--- src/rtl/hpi_mbx_pkg.sv ---
package hpi_mbx_pkg;
  localparam int unsigned DATA_W = 8;
  localparam int unsigned ADDR_W = 2;

  localparam logic [ADDR_W-1:0] A_MSG = 2'b00;
  localparam logic [ADDR_W-1:0] A_CTL = 2'b01;
  localparam logic [ADDR_W-1:0] A_PCM = 2'b10;

  // strobe-release events in the core domain
  typedef struct packed {
    logic              wr_end;
    logic              rd_end;
    logic [ADDR_W-1:0] addr;
    logic [DATA_W-1:0] data;
  } host_evt_t;
endpackage

--- src/rtl/hpi_sync.sv ---
module hpi_sync #(
  parameter int unsigned W      = 8,
  parameter int unsigned STAGES = 2,
  parameter logic [W-1:0] RST_VAL = '0
) (
  input  logic         clk,
  input  logic         rst_n,
  input  logic [W-1:0] d,
  output logic [W-1:0] q
);
  logic [STAGES-1:0][W-1:0] stg_q, stg_d;

  always_comb begin
    stg_d = {stg_q[STAGES-2:0], d};
  end

  always_ff @(posedge clk or negedge rst_n) begin
    if (!rst_n) stg_q <= {STAGES{RST_VAL}};
    else        stg_q <= stg_d;
  end

  assign q = stg_q[STAGES-1];
endmodule

--- src/rtl/hpi_strobe_decode.sv ---
module hpi_strobe_decode
  import hpi_mbx_pkg::*;
(
  input  logic              clk,
  input  logic              rst_n,
  input  logic              mode_moto,
  input  logic              cs_n,
  input  logic              rd_n,
  input  logic              wr_n,
  input  logic              ds_n,
  input  logic              rw,
  input  logic [ADDR_W-1:0] addr,
  input  logic [DATA_W-1:0] data,
  output host_evt_t         evt
);
  logic              rd_act, wr_act;
  logic              rd_q, wr_q, rd_d, wr_d;
  logic [ADDR_W-1:0] addr_q, addr_d;
  logic [DATA_W-1:0] data_q, data_d;

  always_comb begin
    rd_act = !cs_n && (mode_moto ? (!ds_n && rw)  : !rd_n);
    wr_act = !cs_n && (mode_moto ? (!ds_n && !rw) : !wr_n);
    rd_d   = rd_act;
    wr_d   = wr_act;
    addr_d = (rd_act || wr_act) ? addr : addr_q;
    data_d = wr_act ? data : data_q;
  end

  always_ff @(posedge clk or negedge rst_n) begin
    if (!rst_n) begin
      rd_q   <= 1'b0;
      wr_q   <= 1'b0;
      addr_q <= '0;
      data_q <= '0;
    end else begin
      rd_q   <= rd_d;
      wr_q   <= wr_d;
      addr_q <= addr_d;
      data_q <= data_d;
    end
  end

  always_comb begin
    evt.wr_end = wr_q && !wr_act;
    evt.rd_end = rd_q && !rd_act;
    evt.addr   = addr_q;
    evt.data   = data_q;
  end


  rd_wr_excl_chk: assert property (@(posedge clk) disable iff (!rst_n)
    !(rd_q && wr_q));
endmodule

--- src/rtl/hpi_mailbox_regs.sv ---
module hpi_mailbox_regs
  import hpi_mbx_pkg::*;
(
  input  logic              clk,
  input  logic              rst_n,
  input  host_evt_t         evt,
  output logic [DATA_W-1:0] out_byte,
  output logic [DATA_W-1:0] ctl_byte,
  output logic              host_irq_n,
  output logic [DATA_W-1:0] msg_in_byte,
  output logic              msg_in_valid,
  input  logic              msg_in_ack,
  output logic [DATA_W-1:0] pcm_byte,
  output logic              pcm_valid,
  input  logic [DATA_W-1:0] core_out_byte,
  input  logic              core_out_last,
  input  logic              core_out_valid,
  output logic              core_out_ready
);
  logic              full_q, full_d, last_q, last_d, pend_q, pend_d;
  logic              inf_q, inf_d, inv_q, inv_d, pcv_q, pcv_d;
  logic [DATA_W-1:0] ob_q, ob_d, ib_q, ib_d, pb_q, pb_d;
  logic              push, pop, wr_msg, wr_pcm;

  always_comb begin
    push   = core_out_valid && !full_q;
    pop    = evt.rd_end && (evt.addr == A_MSG) && full_q;
    wr_msg = evt.wr_end && (evt.addr == A_MSG);
    wr_pcm = evt.wr_end && (evt.addr == A_PCM);

    full_d = push ? 1'b1 : (pop ? 1'b0 : full_q);
    ob_d   = push ? core_out_byte : ob_q;
    last_d = push ? core_out_last : last_q;
    pend_d = push ? 1'b1 : ((pop && last_q) ? 1'b0 : pend_q);

    inv_d  = wr_msg;
    ib_d   = wr_msg ? evt.data : ib_q;
    inf_d  = wr_msg ? 1'b1 : (msg_in_ack ? 1'b0 : inf_q);
    pcv_d  = wr_pcm;
    pb_d   = wr_pcm ? evt.data : pb_q;
  end

  always_ff @(posedge clk or negedge rst_n) begin
    if (!rst_n) begin
      full_q <= 1'b0; last_q <= 1'b0; pend_q <= 1'b0;
      inf_q  <= 1'b0; inv_q  <= 1'b0; pcv_q  <= 1'b0;
      ob_q   <= '0;   ib_q   <= '0;   pb_q   <= '0;
    end else begin
      full_q <= full_d; last_q <= last_d; pend_q <= pend_d;
      inf_q  <= inf_d;  inv_q  <= inv_d;  pcv_q  <= pcv_d;
      ob_q   <= ob_d;   ib_q   <= ib_d;   pb_q   <= pb_d;
    end
  end

  assign out_byte       = ob_q;
  assign ctl_byte       = {{(DATA_W-3){1'b0}}, last_q, inf_q, full_q};
  assign host_irq_n     = !pend_q;
  assign msg_in_byte    = ib_q;
  assign msg_in_valid   = inv_q;
  assign pcm_byte       = pb_q;
  assign pcm_valid      = pcv_q;
  assign core_out_ready = !full_q;


  msg_pulse_chk: assert property (@(posedge clk) disable iff (!rst_n)
    msg_in_valid |=> !msg_in_valid);

  pcm_msg_excl_chk: assert property (@(posedge clk) disable iff (!rst_n)
    !(msg_in_valid && pcm_valid));

  inflag_on_valid_chk: assert property (@(posedge clk) disable iff (!rst_n)
    msg_in_valid |-> ctl_byte[1]);

  irq_on_push_chk: assert property (@(posedge clk) disable iff (!rst_n)
    (core_out_valid && core_out_ready) |=> (!host_irq_n && !core_out_ready));

  irq_release_chk: assert property (@(posedge clk) disable iff (!rst_n)
    $rose(host_irq_n) |-> core_out_ready);

  hold_stable_chk: assert property (@(posedge clk) disable iff (!rst_n)
    (!core_out_ready && !evt.rd_end) |=> $stable(out_byte));
endmodule

--- src/rtl/hpi_mailbox.sv ---
module hpi_mailbox
  import hpi_mbx_pkg::*;
#(
  parameter int unsigned SYNC_STAGES = 2
) (
  input  logic              clk,
  input  logic              rst_n,
  input  logic              mode_moto,
  input  logic              hcs_n,
  input  logic              hrd_n,
  input  logic              hwr_n,
  input  logic              hds_n,
  input  logic              hrw,
  input  logic [ADDR_W-1:0] haddr,
  input  logic [DATA_W-1:0] hdata_in,
  output logic [DATA_W-1:0] hdata_out,
  output logic              hdata_oe,
  output logic              host_irq_n,
  output logic [DATA_W-1:0] msg_in_byte,
  output logic              msg_in_valid,
  input  logic              msg_in_ack,
  output logic [DATA_W-1:0] pcm_byte,
  output logic              pcm_valid,
  input  logic [DATA_W-1:0] core_out_byte,
  input  logic              core_out_last,
  input  logic              core_out_valid,
  output logic              core_out_ready
);
  localparam int unsigned BW = 5 + ADDR_W + DATA_W;
  localparam logic [BW-1:0] BUS_IDLE = {5'b11111, {(ADDR_W+DATA_W){1'b0}}};

  logic [1:0]        rst_pipe_q;
  logic              rst_core_n;
  logic [BW-1:0]     bus_raw, bus_s;
  host_evt_t         evt;
  logic [DATA_W-1:0] out_byte, ctl_byte;
  logic              rd_raw;

  always_ff @(posedge clk or negedge rst_n) begin
    if (!rst_n) rst_pipe_q <= 2'b00;
    else        rst_pipe_q <= {rst_pipe_q[0], 1'b1};
  end
  assign rst_core_n = rst_pipe_q[1];

  assign bus_raw = {hcs_n, hrd_n, hwr_n, hds_n, hrw, haddr, hdata_in};

  hpi_sync #(.W(BW), .STAGES(SYNC_STAGES), .RST_VAL(BUS_IDLE)) u_sync (
    .clk(clk), .rst_n(rst_core_n), .d(bus_raw), .q(bus_s)
  );

  hpi_strobe_decode u_dec (
    .clk(clk), .rst_n(rst_core_n), .mode_moto(mode_moto),
    .cs_n(bus_s[BW-1]), .rd_n(bus_s[BW-2]), .wr_n(bus_s[BW-3]),
    .ds_n(bus_s[BW-4]), .rw(bus_s[BW-5]),
    .addr(bus_s[ADDR_W+DATA_W-1:DATA_W]), .data(bus_s[DATA_W-1:0]),
    .evt(evt)
  );

  hpi_mailbox_regs u_regs (
    .clk(clk), .rst_n(rst_core_n), .evt(evt),
    .out_byte(out_byte), .ctl_byte(ctl_byte), .host_irq_n(host_irq_n),
    .msg_in_byte(msg_in_byte), .msg_in_valid(msg_in_valid), .msg_in_ack(msg_in_ack),
    .pcm_byte(pcm_byte), .pcm_valid(pcm_valid),
    .core_out_byte(core_out_byte), .core_out_last(core_out_last),
    .core_out_valid(core_out_valid), .core_out_ready(core_out_ready)
  );

  // read path is combinational from the pins so data is valid within the strobe
  always_comb begin
    rd_raw    = !hcs_n && (mode_moto ? (!hds_n && hrw) : !hrd_n);
    hdata_oe  = rd_raw && (haddr == A_MSG || haddr == A_CTL);
    hdata_out = !hdata_oe ? '0 : ((haddr == A_CTL) ? ctl_byte : out_byte);
  end


  no_drive_deselected_chk: assert property (@(posedge clk) disable iff (!rst_core_n)
    hcs_n |-> !hdata_oe);
endmodule

--- config.mk ---
export PLATFORM = sky130hd
export DESIGN_NAME = hpi_mailbox
export DESIGN_NICKNAME = d
export VERILOG_FILES = /design/src/rtl/hpi_mbx_pkg.sv /design/src/rtl/hpi_sync.sv /design/src/rtl/hpi_strobe_decode.sv /design/src/rtl/hpi_mailbox_regs.sv /design/src/rtl/hpi_mailbox.sv
export SDC_FILE = /design/constraint.sdc
export NUM_CORES = 1
export LEC_CHECK = 0
export ABC_AREA = 1
export CAP_MARGIN = 0
export CELL_PAD_IN_SITES_DETAIL_PLACEMENT = 0
export CELL_PAD_IN_SITES_GLOBAL_PLACEMENT = 1
export CORE_MARGIN = 2
export CORE_UTILIZATION = 50
export DETAILED_ROUTE_END_ITERATION = 12
export DONT_BUFFER_PORTS = 1
export PLACE_DENSITY = 0.78
export RECOVER_POWER = 25
export SLEW_MARGIN = 15
export SYNTH_ARGS = -nofsm -noshare
export SYNTH_HDL_FRONTEND = slang
export SYNTH_SLANG_ARGS = --single-unit
--- constraint.sdc ---
create_clock -name clk -period 4.6 [get_ports clk]
set_input_delay 0.46 -clock clk [delete_from_list [all_inputs] [get_ports clk]]
set_output_delay 0.46 -clock clk [all_outputs]
set_load 0.02 [all_outputs]
# After elaboration in Yosys (flattened, before gate mapping)
# Index checks and enable logic that the tools add are counted.
[totals]
input_bits = 29
word_cells = 63
regBits = 74
[op_classes]
muxes = 11
eq_ne = 2
reduce_logical = 34
[op_table]
columns = ["op", "count"]
rows = [
  ["$mux 8", 2],
  ["$logic_and 1x1->1", 15],
  ["$logic_not 1->1", 12],
  ["$mux 1", 9],
  ["$reduce_bool 2->1", 3],
  ["$logic_not 2->1", 2],
  ["$eq 2x1->1 const B", 1],
  ["$eq 2x2->1 const B", 1],
  ["$logic_or 1x1->1", 2],
]

# Logic depth before layout (Yosys ltp)
# Gate-level depths: netlist (run 1).
[depth]
ltp_word = 11
mapped_depth = 7
ltp_nobuf = 7

# Cells and area by module
# Synthesis (run 1) repeated with hierarchy kept, for this count alone.
[hier_totals]
cells_unflattened = 271
hier_area_um2 = 2829.0
[modules_own_cells]
columns = ["mod", "seq_area_each_um2", "cells_each", "n_inst", "area_each_um2"]
rows = [
  ["hpi_mailbox_regs", 750.7, 127, 1, 1270.0],
  ["hpi_sync", 763.2, 30, 1, 763.2],
  ["hpi_strobe_decode", 300.3, 59, 1, 498.0],
  ["hpi_mailbox", 50.0, 55, 1, 297.8],
]

# Worst setup path before layout (run 1)
# No wires, ideal clock.
[synth_timing]
kind = "input to output"
startpoint = "input port haddr[1]"
endpoint = "output port hdata_out[0]"
path_slack_ps = 2951
path_buffers = 0
arrival_ps = 1189
path_stages = 5
cell_sequence = "inv_1 -> nand2_1 -> o21ai_0 -> inv_1 -> nor2_1"
[synth_via]
elab_chain_cells = 4
word_cells_on_any_way = 6
cone_classes = "1 x eq/ne; 2 x mux; 3 x reduce/logical"
[synth_lines]
columns = ["item", "line", "text"]
rows = [
  ["from (decl)", "hpi_mailbox.sv:14", "input logic [ADDR_W-1:0] haddr,"],
  ["$eq 2x1->1 or $logic_not 2->1 (tied branches)", "hpi_mailbox.sv:71, hpi_mailbox.sv:72", ""],
  ["$logic_or 1x1->1", "hpi_mailbox.sv:71", "hdata_oe = rd_raw && (haddr == A_MSG || haddr == A_CTL);"],
  ["$logic_and 1x1->1", "hpi_mailbox.sv:71", ""],
  ["$mux 8 (*)", "hpi_mailbox.sv:72", "hdata_out = !hdata_oe ? '0 : ((haddr == A_CTL) ? ctl_byte : out_byte);"],
  ["to (decl)", "hpi_mailbox.sv:16", "output logic [DATA_W-1:0] hdata_out,"],
]
# Mark *: on every way between the ends. The rest lies on a longest branch, timed or not.

# Final worst setup path (run 1)
[layout_timing]
startpoint = "register u_sync.stg_q, in the netlist u_sync.q[10]"
endpoint = "register u_dec.data_q[6]"
[layout_via]
elab_chain_cells = 4
[layout_lines]
columns = ["item", "line", "text"]
rows = [
  ["from (decl)", "hpi_sync.sv:11", "logic [STAGES-1:0][W-1:0] stg_q, stg_d;"],
  ["from (signal assigned)", "hpi_sync.sv:18", "if (!rst_n) stg_q <= {STAGES{RST_VAL}};"],
  ["from (signal assigned)", "hpi_sync.sv:19", "else stg_q <= stg_d;"],
  ["$logic_not 1->1", "hpi_strobe_decode.sv:23", "wr_act = !cs_n && (mode_moto ? (!ds_n && !rw) : !wr_n);"],
  ["$logic_and 1x1->1", "hpi_strobe_decode.sv:23", ""],
  ["$mux 1", "hpi_strobe_decode.sv:23", ""],
  ["$logic_and 1x1->1", "hpi_strobe_decode.sv:23", ""],
  ["named net u_dec.wr_act", "hpi_strobe_decode.sv:16", "logic rd_act, wr_act;"],
  ["to (signal assigned)", "hpi_strobe_decode.sv:40", "data_q <= data_d;"],
  ["to (decl)", "hpi_strobe_decode.sv:19", "logic [DATA_W-1:0] data_q, data_d;"],
]
# The timed path passes the listed nets, and every way through them passes these cells.
# A chain may end at the register's enable or synchronous reset.

==> metrics.csv, run 1 <==
stage;metric;value;unit
drt;antenna viol nets, final;0;
timing;fin crit period;1.95;ns
power;Leakage;1.47;nW
timing;WHS;0.118;ns
drt;DR pass1 iterations;4;
finish;layout cell share with drive strength beyond 1;0.174;
yosys;Syn Area/Cell;11.3;sq um
global_routing;number of global-route vias before repair;1628;
clocking;CTS tree;yes;
critical_path;Startpoint Class;flip-flop;
die;Initial Util;0.518;
timing;Sum Neg Setup Slack;0;ns
run_status;status;finished clean;
drt;DR vias/cell;4.86;
drt;Routed WL;4170;um
timing;Worst-Margin Slew;1.32;ns
timing;RSZ-0062 raised after global routing;false;
worst_hold_path;Hold Path Class;in -> reg;
finish;area delta synth->final;9.70;%
finish;Post-Layout Cell Count;317;
die;Die X;76.7;um
critical_path;number of cells on the worst reg-to-reg path;5;
drt;uppermost layer routed;met4;
power;Switching Share;0.310;
power;combinational power share;0.133;
yosys;top cells by area, synth;dfrtp_1, nand2_1, dfstp_2, mux2_2, nand4_1;
drt;Routed WL per cell;13.2;um
drt;met2 wire len;1940;um
timing;worst setup margin;2.65;ns
yosys;Seq cells post-synth;74;
die;Die Footprint;5890;sq um
yosys;Cells after Synth;235;
critical_path;WP data required;4.82;ns
timing;clock skew;0.00962;ns
clocking;CTS Root Cell;clkbuf_8;
yosys;Yosys warnings;0;
yosys;Post-synth top cells;nand2_1, dfrtp_1, inv_1, nand4_1;
yosys;cell with the most instances after synthesis;nand2_1;
yosys;sequential share of the synthesized area;0.705;
timing;Fmax;0.514;GHz
power;Reg power frac;0.579;
critical_path;r2r setup slk;2.65;ns
yosys;Most used DFF post-synth;dfrtp_1;
die;Ports;58;
global_routing;largest net degree at the start of global routing;40;
critical_path;worst-path maximum fanout;30;
drt;via count;1540;
drt;metal1 wirelength;1880;um
global_routing;gr usage total;0.165;
clocking;clk slew on worst S/H paths;0.07;ns
placed_design;Cells after DPL;300;
global_routing;antenna violations before repair;0;
clocking;CTS sink cnt;74;
placed_design;Placer Congestion;0.705;
finish;Ant. Diodes;0;
yosys;Post-Syn Nets;264;
timing;final slew viol count;0;
drt;met3 WL;269;um
drt;DRT iter0 DRCs;65;
yosys;Synth Cell Area;2640;sq um
yosys;ys async rst share;1.00;
global_routing;GRT overflow;0;
die;Row Count;26;
finish;Final #Nets;271;
power;clock power share;0.288;
timing;Final period util;0.423;
flow_run;max cap viols;0;
timing;Fin. Hold Viols;0;
worst_hold_path;hold depth;0;
power;IR drop worst, VDD;279;uV
timing;Setup violations, final;0;
timing;slew margin rel.;0.123;
yosys;Synth area leader;dfrtp_1;
global_routing;global-route wire length before repair;7390;um
drt;drt drc;0;
placed_design;Place WS;2.65;ns
critical_path;critical path arrival;2.17;ns
clocking;htree depth;3;
critical_path;crit path kind;reg -> reg;
yosys;unique cell type count in the Yosys netlist;21;
clocking;Skew-Pair Late Insertion Delay;0.33;ns
yosys;Post-synth EDFFs;0;
critical_path;CP Capture Type;flip-flop;
clocking;Inserted Clock Buffers;9;
power;Int Pwr;0.00113;W
placed_design;DP Wirelength;2840;um
die;die height;76.7;um
power;P_sw;0.000506;W
power;pwr/cell area;562;nW/um^2
placed_design;port bufs;0;
yosys;post-synth top area share;0.606;
finish;final core utilization;0.568;
clocking;Max Buffers Root-to-Sink;2;
die;Placeable Area;5110;sq um
sequential cells by signal, indices dropped and copies added (netlist names), 2 cells and up:
register,flops
u_regs.out_byte,8
u_dec.data_q,8
u_sync.stg_d,15
rst_pipe_q,2
u_sync.q,15
u_regs.msg_in_byte,8
u_dec.addr_q,2
u_regs.pcm_byte,8
power by group through the flow:
stage	logic [W]	clock network [W]	registers (W)
after floorplan	0.000192	0	0.000933
after global placement	0.000214	0	0.000951
after detailed placement	0.000220	0	0.000958
after CTS	0.000222	0.000485	0.000945
after global routing	0.000254	0.000518	0.000966
final	0.000217	0.000469	0.000944
layout by cell type (no fill, tap or decap), drive strengths merged, types with 2 or more instances in the layout:
cell    instances
a21oi           2
clkbuf         10
mux2            9
clkinv          6
nand3           7
inv            19
nor2           12
o21ai           4
dfrtp          64
nand2          82
dfstp          10
nand4          16
timing repair:
action                                  4_1_cts  5_1_grt
hold endpoints to repair                      2        0
buffers inserted                              0        0
gates resized for setup                       0        0
endpoints found under the setup margin        0        0
hold buffers                                  1        0
stage by stage:
step / cell area (sq um) / total power [W]
floorplan: 2640 / 0.00113
global placement: 2710 / 0.00117
detailed placement: 2710 / 0.00118
CTS: 2900 / 0.00165
global route: 2900 / 0.00174
finish: 2900 / 0.00163
metal layers:
metal,GRT usage,vias to the layer above
met3,0.0682,8
met4,0.0873,0
met1,0.203,720
met2,0.249,50
li1,-,762
met5,0,-
final timing paths:
path | startpoint | endpoint
setup / recovery | u_sync.q[10]$_DFF_PN1_ | u_dec.data_q[6]$_DFFE_PN0P_
hold / removal | hrd_n | u_sync.stg_d[28]$_DFF_PN1_
setup reg to reg | u_sync.q[10]$_DFF_PN1_ | u_dec.data_q[6]$_DFFE_PN0P_
hold reg to reg | u_sync.stg_d[15]$_DFF_PN0_ | u_sync.q[0]$_DFF_PN0_
max in group asynchronous | rst_pipe_q[1]$_DFF_PN0_ | u_sync.q[4]$_DFF_PN0_
min in group asynchronous | rst_n | rst_pipe_q[1]$_DFF_PN0_
logic make-up (layout without fill, tap and decap cells):
| group | count (synthesis) | in the layout | share of synthesized area |
|---|---|---|---|
| and+or+nand+nor | 119 | 119 | 0.202 |
| DFF | 74 | 74 | 0.705 |
| buffers and inverters | 26 | 38 | 0.0421 |
| muxes | 9 | 9 | 0.0383 |
| AOI/OAI and AO/OA | 6 | 6 | 0.0114 |
| other | 1 | 1 | 0.00142 |
final cells by class:
type | instances | area [sq um]
clock buffer | 10 | 128
clock inverter | 6 | 58.8
fill | 476 | 2210
inverter | 20 | 76.3
multi-input combinational | 135 | 668
sequential | 74 | 1860
tap | 70 | 87.6
timing repair buffer | 2 | 17.5
worst max-delay path, cell delays in order, from the launching register on:
cell	delay, ns
dfstp_2	0.53
o21ai_1	0.06
nand2_1	0.74
clkinv_2	0.32
nand2_1	0.14
nand2_1	0.05
Power figures use the tool's default switching activity.
==> run 2: changes to the inputs <==
--- a/config.mk
+++ b/config.mk
@@ -10,10 +10,10 @@
 export CELL_PAD_IN_SITES_DETAIL_PLACEMENT = 0
 export CELL_PAD_IN_SITES_GLOBAL_PLACEMENT = 1
 export CORE_MARGIN = 2
-export CORE_UTILIZATION = 50
+export CORE_UTILIZATION = 43
 export DETAILED_ROUTE_END_ITERATION = 12
 export DONT_BUFFER_PORTS = 1
-export PLACE_DENSITY = 0.78
+export PLACE_DENSITY = 0.71
 export RECOVER_POWER = 25
 export SLEW_MARGIN = 15
 export SYNTH_ARGS = -nofsm -noshare
==> constraint.sdc (replaced) <==
create_clock -name clk -period 1.73 [get_ports clk]
set_input_delay 0.173 -clock clk [delete_from_list [all_inputs] [get_ports clk]]
set_output_delay 0.173 -clock clk [all_outputs]
set_load 0.02 [all_outputs]
==> metrics.csv, run 2 (same netlist as run 1, synthesis figures left out) <==
stage;metric;value;unit;change
critical_path;CP Cell Sequence;inv_2 > o21ai_0 > inv_1 > nor2_1;;
critical_path;WP data required;1.56;ns;-3.26 ns
global_routing;number of global-route vias before repair;1593;;-2.1%
finish;Ant. Diodes;0;;unchanged
finish;Post-Layout Cell Count;350;;+10%
drt;DR vias/cell;4.75;;-2.2%
timing;slew margin rel.;0.382;;+0.260
clocking;clk slew on worst S/H paths;0.07;ns;about the same
placed_design;Place WS;0.232;ns;-2.42 ns
timing;Fin. Hold Viols;0;;unchanged
placed_design;DP Wirelength;2960;um;+4.0%
timing;Final period util;0.871;;
finish;commonest non-fill, non-tap cell in the layout;nand2_1;;
worst_hold_path;Hold Path Class;in -> async;;
critical_path;CP Capture Type;primary output;;
timing;worst setup margin;0.224;ns;-2.43 ns
finish;final core utilization;0.542;;-0.0260
die;Placeable Area;5920;sq um;+16%
timing;Setup violations, final;0;;unchanged
power;IR drop worst, VDD;844;uV;+200%
clocking;Inserted Clock Buffers;9;;unchanged
power;total power;0.00457;W;+180%
placed_design;Placer Congestion;0.811;;+15%
timing;Fmax;0.664;GHz;
die;Die Footprint;6790;sq um;+15%
finish;commonest non-fill, non-tap cells in the layout;nand2_1, dfrtp_1, dlygate4sd3_1;;
critical_path;worst-path maximum fanout;3;;-90%
finish;layout cell share with drive strength beyond 1;0.164;;-0.0105
power;Leakage;1.60;nW;+8.5%
timing;clock skew;0.00924;ns;-0.000380 ns
finish;Filler Cell Count;546;;+15%
global_routing;GRT overflow;0;;unchanged
run_status;status;finished clean;;
clocking;CTS Root Cell;clkbuf_8;;
die;Row Count;28;;+7.7%
critical_path;slowest stage cell on the critical path;dfrtp_1;;
drt;DR pass1 iterations;4;;unchanged
clocking;CTS tree;yes;;
drt;antenna viol nets, final;0;;unchanged
timing;fin crit period;1.51;ns;
placed_design;Cells after DPL;308;;+2.7%
drt;drt drc;0;;unchanged
clocking;Max Buffers Root-to-Sink;2;;unchanged
finish;Final #Nets;299;;+10%
critical_path;critical path arrival;1.33;ns;-0.84 ns
timing;Sum Neg Setup Slack;0;ns;unchanged
clocking;CTS sink cnt;74;;unchanged
drt;Routed WL;4430;um;+6.4%
critical_path;slowest stage delay, CP;0.38;ns;-0.36 ns
timing;Worst-Margin Slew;0.927;ns;-0.389 ns
global_routing;antenna violations before repair;0;;unchanged
timing;RSZ-0062 raised after global routing;false;;
die;Ports;58;;unchanged
drt;via count;1663;;+8.0%
clocking;htree depth;3;;unchanged
global_routing;gr usage total;0.150;;-0.0154
die;die height;82.4;um;+7.4%
global_routing;largest net degree at the start of global routing;73;;+83%
timing;final slew viol count;0;;unchanged
critical_path;crit path kind;reg -> out;;
flow_run;max cap viols;0;;unchanged
drt;DRT iter0 DRCs;69;;+6.2%
clocking;Skew-Pair Late Insertion Delay;0.33;ns;about the same
die;Initial Util;0.447;;-0.0711
critical_path;Startpoint Class;flip-flop;;
drt;Routed WL per cell;12.7;um;-3.7%
power;pwr/cell area;1420;nW/um^2;+150%
die;Die X;82.4;um;+7.4%
global_routing;global-route wire length before repair;7380;um;-0.18%
finish;area delta synth->final;21.3;%;
placed_design;port bufs;0;;unchanged
==> run 2: cell count changes in the layout (fill, tap and decap cells not counted), moves of 2 or more <==
cell	previous run	this run
clkinv_2	5	2
buf_4	1	3
clkbuf_1	1	3
dlygate4sd3_1	1	26
==> run 2: worst paths after layout <==
check | cells after the start | start | to | slack (ns)
setup / recovery | 4 | u_regs.full_q$_DFFE_PN0P_ | hdata_out[0] | 0.22
hold / removal | 1 | rst_n | rst_pipe_q[0]$_DFF_PN0_ | 0.06
setup reg to reg | 5 | u_sync.q[10]$_DFF_PN1_ | u_regs.msg_in_byte[3]$_DFFE_PN0P_ | 0.23
hold reg to reg | 0 | u_sync.stg_d[22]$_DFF_PN0_ | u_sync.q[7]$_DFF_PN0_ | 0.35
max in group asynchronous | 1 | rst_pipe_q[1]$_DFF_PN0_ | u_sync.q[9]$_DFF_PN0_ | 0.61
min in group clk | 3 | mode_moto | u_dec.rd_q$_DFF_PN0_ | 0.15
==> run 2: layer usage <==
layer / part of all wire / vias up / GRT usage
met5: 0 / - / 0
met4: 0.026 / 0 / 0.102
met3: 0.057 / 11 / 0.0446
met2: 0.46 / 46 / 0.219
met1: 0.45 / 793 / 0.191
li1: - / 813 / -
==> run 2: critical path: cells and delay by family (launching register included) <==
family / cells / cell delay (ns)
compound gates: 1 / 0.16
buf+inv: 2 / 0.14
flops: 1 / 0.38
simple gates: 1 / 0.31
==> run 2: layout make-up <==
type	instances	area [sq um]	area share
Clock buffer	13	149	0.0464
Clock inverter	3	65.1	0.0203
Inverter	20	76.3	0.0238
Multi-Input combinational cell	135	668	0.208
Sequential cell	74	1870	0.582
Tap cell	75	93.8	0.0293
Timing Repair Buffer	30	290	0.0905
==> run 2: stage by stage <==
| stage | hold WS, ns | cell area (sq um) |
|---|---|---|
| finish | 0.0639 | 3210 |
| global route | 0.0395 | 3210 |
| CTS | 0.0452 | 3220 |
| global placement | -0.123 | 2750 |
| detailed placement | -0.123 | 2750 |
| floorplan | -0.123 | 2650 |
==> run 2: timing repair <==
item,4_1_cts,5_1_grt
buffers inserted,0,0
endpoints found under the hold margin,27,0
resized for setup,0,0
hold buffers,26,0
==> run 2: where the power goes <==
part	switching (W)	total [W]	internal (W)	leakage, nW
sequential	0.000398	0.00249	0.00209	0.884
combinational	0.000364	0.000649	0.000285	0.608
clock	0.000580	0.00143	0.000852	0.108
total	0.00134	0.00457	0.00323	1.60
==> run 3: changes to the inputs <==
--- a/config.mk
+++ b/config.mk
@@ -11,8 +11,10 @@
 export CELL_PAD_IN_SITES_GLOBAL_PLACEMENT = 1
 export CORE_MARGIN = 2
 export CORE_UTILIZATION = 43
+export CTS_BUF_LIST = sky130_fd_sc_hd__clkbuf_8 sky130_fd_sc_hd__clkbuf_16
 export DETAILED_ROUTE_END_ITERATION = 12
 export DONT_BUFFER_PORTS = 1
+export HOLD_SLACK_MARGIN = 0.02
 export PLACE_DENSITY = 0.71
 export RECOVER_POWER = 25
 export SLEW_MARGIN = 15
==> metrics.csv, run 3 (same netlist as run 1, synthesis figures left out) <==
stage;metric;value;unit;change
run_status;status;finished clean;;
clocking;htree depth;3;;unchanged
finish;Filler Cell Count;546;;unchanged
clocking;Max Buffers Root-to-Sink;2;;unchanged
clocking;clk slew on worst S/H paths;0.07;ns;about the same
global_routing;gr usage total;0.150;;unchanged
finish;layout cell share with drive strength beyond 1;0.164;;unchanged
global_routing;global-route wire length before repair;7380;um;unchanged
critical_path;number of cells on the worst reg-to-reg path;5;;unchanged
die;Ports;58;;unchanged
power;total power;0.00456;W;-0.28%
drt;Routed WL per cell;12.7;um;+0.16%
finish;commonest non-fill, non-tap cell in the layout;nand2_1;;
clocking;post-cts repair resize count;0;;unchanged
critical_path;critical path arrival;1.33;ns;about the same
power;pwr/cell area;1420;nW/um^2;-0.28%
critical_path;WP data required;1.56;ns;about the same
clocking;CTS Root Cell;clkbuf_8;;
global_routing;GRT overflow;0;;unchanged
die;die height;82.4;um;unchanged
drt;DR pass1 iterations;4;;unchanged
critical_path;CP Capture Type;primary output;;
placed_design;port bufs;0;;unchanged
clocking;CTS tree;yes;;
timing;Fmax;0.664;GHz;about the same
finish;commonest non-fill, non-tap cells in the layout;nand2_1, dfrtp_1, dlygate4sd3_1;;
clocking;Skew-Pair Late Insertion Delay;0.33;ns;about the same
flow_run;max cap viols;0;;unchanged
clocking;Inserted Clock Buffers;9;;unchanged
placed_design;DP Wirelength;2960;um;unchanged
power;Leakage;1.61;nW;+0.78%
timing;Fin. Hold Viols;0;;unchanged
finish;Ant. Diodes;0;;unchanged
power;IR drop worst, VDD;843;uV;about the same
finish;Final #Nets;299;;unchanged
die;Row Count;28;;unchanged
placed_design;Placer Congestion;0.811;;unchanged
critical_path;crit path kind;reg -> out;;
timing;slew margin rel.;0.382;;about the same
die;Die Footprint;6790;sq um;unchanged
worst_hold_path;Hold Path Class;in -> async;;
timing;clock skew;0.00938;ns;+0.000145 ns
critical_path;kind of cell adding the most delay to the critical path;flip-flops;;
drt;drt drc;0;;unchanged
critical_path;slowest stage delay, CP;0.38;ns;about the same
timing;Setup violations, final;0;;unchanged
drt;Routed WL;4440;um;+0.16%
drt;antenna viol nets, final;0;;unchanged
timing;final slew viol count;0;;unchanged
drt;DRT iter0 DRCs;69;;unchanged
die;Initial Util;0.447;;unchanged
global_routing;number of global-route vias before repair;1593;;unchanged
critical_path;WP buf/inv;2;;unchanged
critical_path;Startpoint Class;flip-flop;;
critical_path;CP Cell Sequence;inv_2 > o21ai_0 > inv_1 > nor2_1;;
critical_path;Worst path depth;4;;unchanged
die;Die X;82.4;um;unchanged
finish;area delta synth->final;21.3;%;unchanged
critical_path;worst-path maximum fanout;3;;unchanged
drt;via count;1657;;-0.36%
placed_design;Cells after DPL;308;;unchanged
finish;Post-Layout Cell Count;350;;unchanged
timing;fin crit period;1.51;ns;+0.000229 ns
global_routing;antenna violations before repair;0;;unchanged
finish;final core utilization;0.542;;unchanged
critical_path;slowest stage cell on the critical path;dfrtp_1;;
timing;Worst-Margin Slew;0.927;ns;+0.000180 ns
global_routing;largest net degree at the start of global routing;73;;unchanged
die;Placeable Area;5920;sq um;unchanged
timing;RSZ-0062 raised after global routing;false;;
timing;Sum Neg Setup Slack;0;ns;unchanged
drt;DR vias/cell;4.73;;-0.36%
timing;WHS;0.0637;ns;-0.000265 ns
timing;Final period util;0.871;;about the same
clocking;CTS sink cnt;74;;unchanged
clocking;buffer count from post-CTS setup fixing;0;;unchanged
==> run 3: metal layers <==
layer  global-route usage  share of wire  vias to the layer above
met1                0.191           0.46                      790
li1                     -              -                      814
met2                0.219           0.46                       42
met4                0.102          0.026                        0
met3               0.0446          0.054                       11
met5                    0              0                        -
==> run 3: stage by stage <==
| step | cell area (sq um) | setup WS [ns] |
|---|---|---|
| after floorplan | 2650 | 0.480 |
| after global placement | 2750 | 0.285 |
| after detailed placement | 2750 | 0.232 |
| after CTS | 3220 | 0.194 |
| after global routing | 3210 | 0.0872 |
| final | 3210 | 0.224 |
==> run 3: path summary, 6_finish.rpt <==
path | start | to | slack [ns]
worst max-delay path | u_regs.full_q$_DFFE_PN0P_ | hdata_out[0] | 0.22
worst min-delay path | rst_n | rst_pipe_q[0]$_DFF_PN0_ | 0.06
worst max register to register | u_sync.q[10]$_DFF_PN1_ | u_regs.msg_in_byte[0]$_DFFE_PN0P_ | 0.23
worst min register to register | u_sync.stg_d[22]$_DFF_PN0_ | u_sync.q[7]$_DFF_PN0_ | 0.35
max in group asynchronous | rst_pipe_q[1]$_DFF_PN0_ | u_sync.q[9]$_DFF_PN0_ | 0.61
min in group clk | mode_moto | u_dec.rd_q$_DFF_PN0_ | 0.15
==> run 3: report_power, final <==
part	leakage [nW]	switching (W)	internal, W	total [W]
registers	0.884	0.000398	0.00209	0.00249
clock network	0.120	0.000585	0.000834	0.00142
logic	0.608	0.000363	0.000285	0.000649
total	1.61	0.00135	0.00321	0.00456
==> run 3: cell type report <==
| cell class | instances | area [sq um] | share of cell area |
|---|---|---|---|
| tap | 75 | 93.8 | 0.0293 |
| inverter | 20 | 76.3 | 0.0238 |
| sequential | 74 | 1870 | 0.582 |
| clock inverter | 6 | 76.3 | 0.0238 |
| timing repair buffer | 30 | 290 | 0.0905 |
| clock buffer | 10 | 138 | 0.0429 |
| multi-input combinational | 135 | 668 | 0.208 |
==> run 3: repair_timing <==
item	CTS	global route
hold buffers	26	0
endpoints found under the setup margin	0	0
hold endpoints to repair	27	0
==> run 3: worst reg2reg max path, cell delays in order (launching register included) <==
cell,delay [ns]
dfstp_2,0.53
o21ai_1,0.06
nand2_1,0.37
buf_4,0.26
nand4_1,0.12
nand2_1,0.10
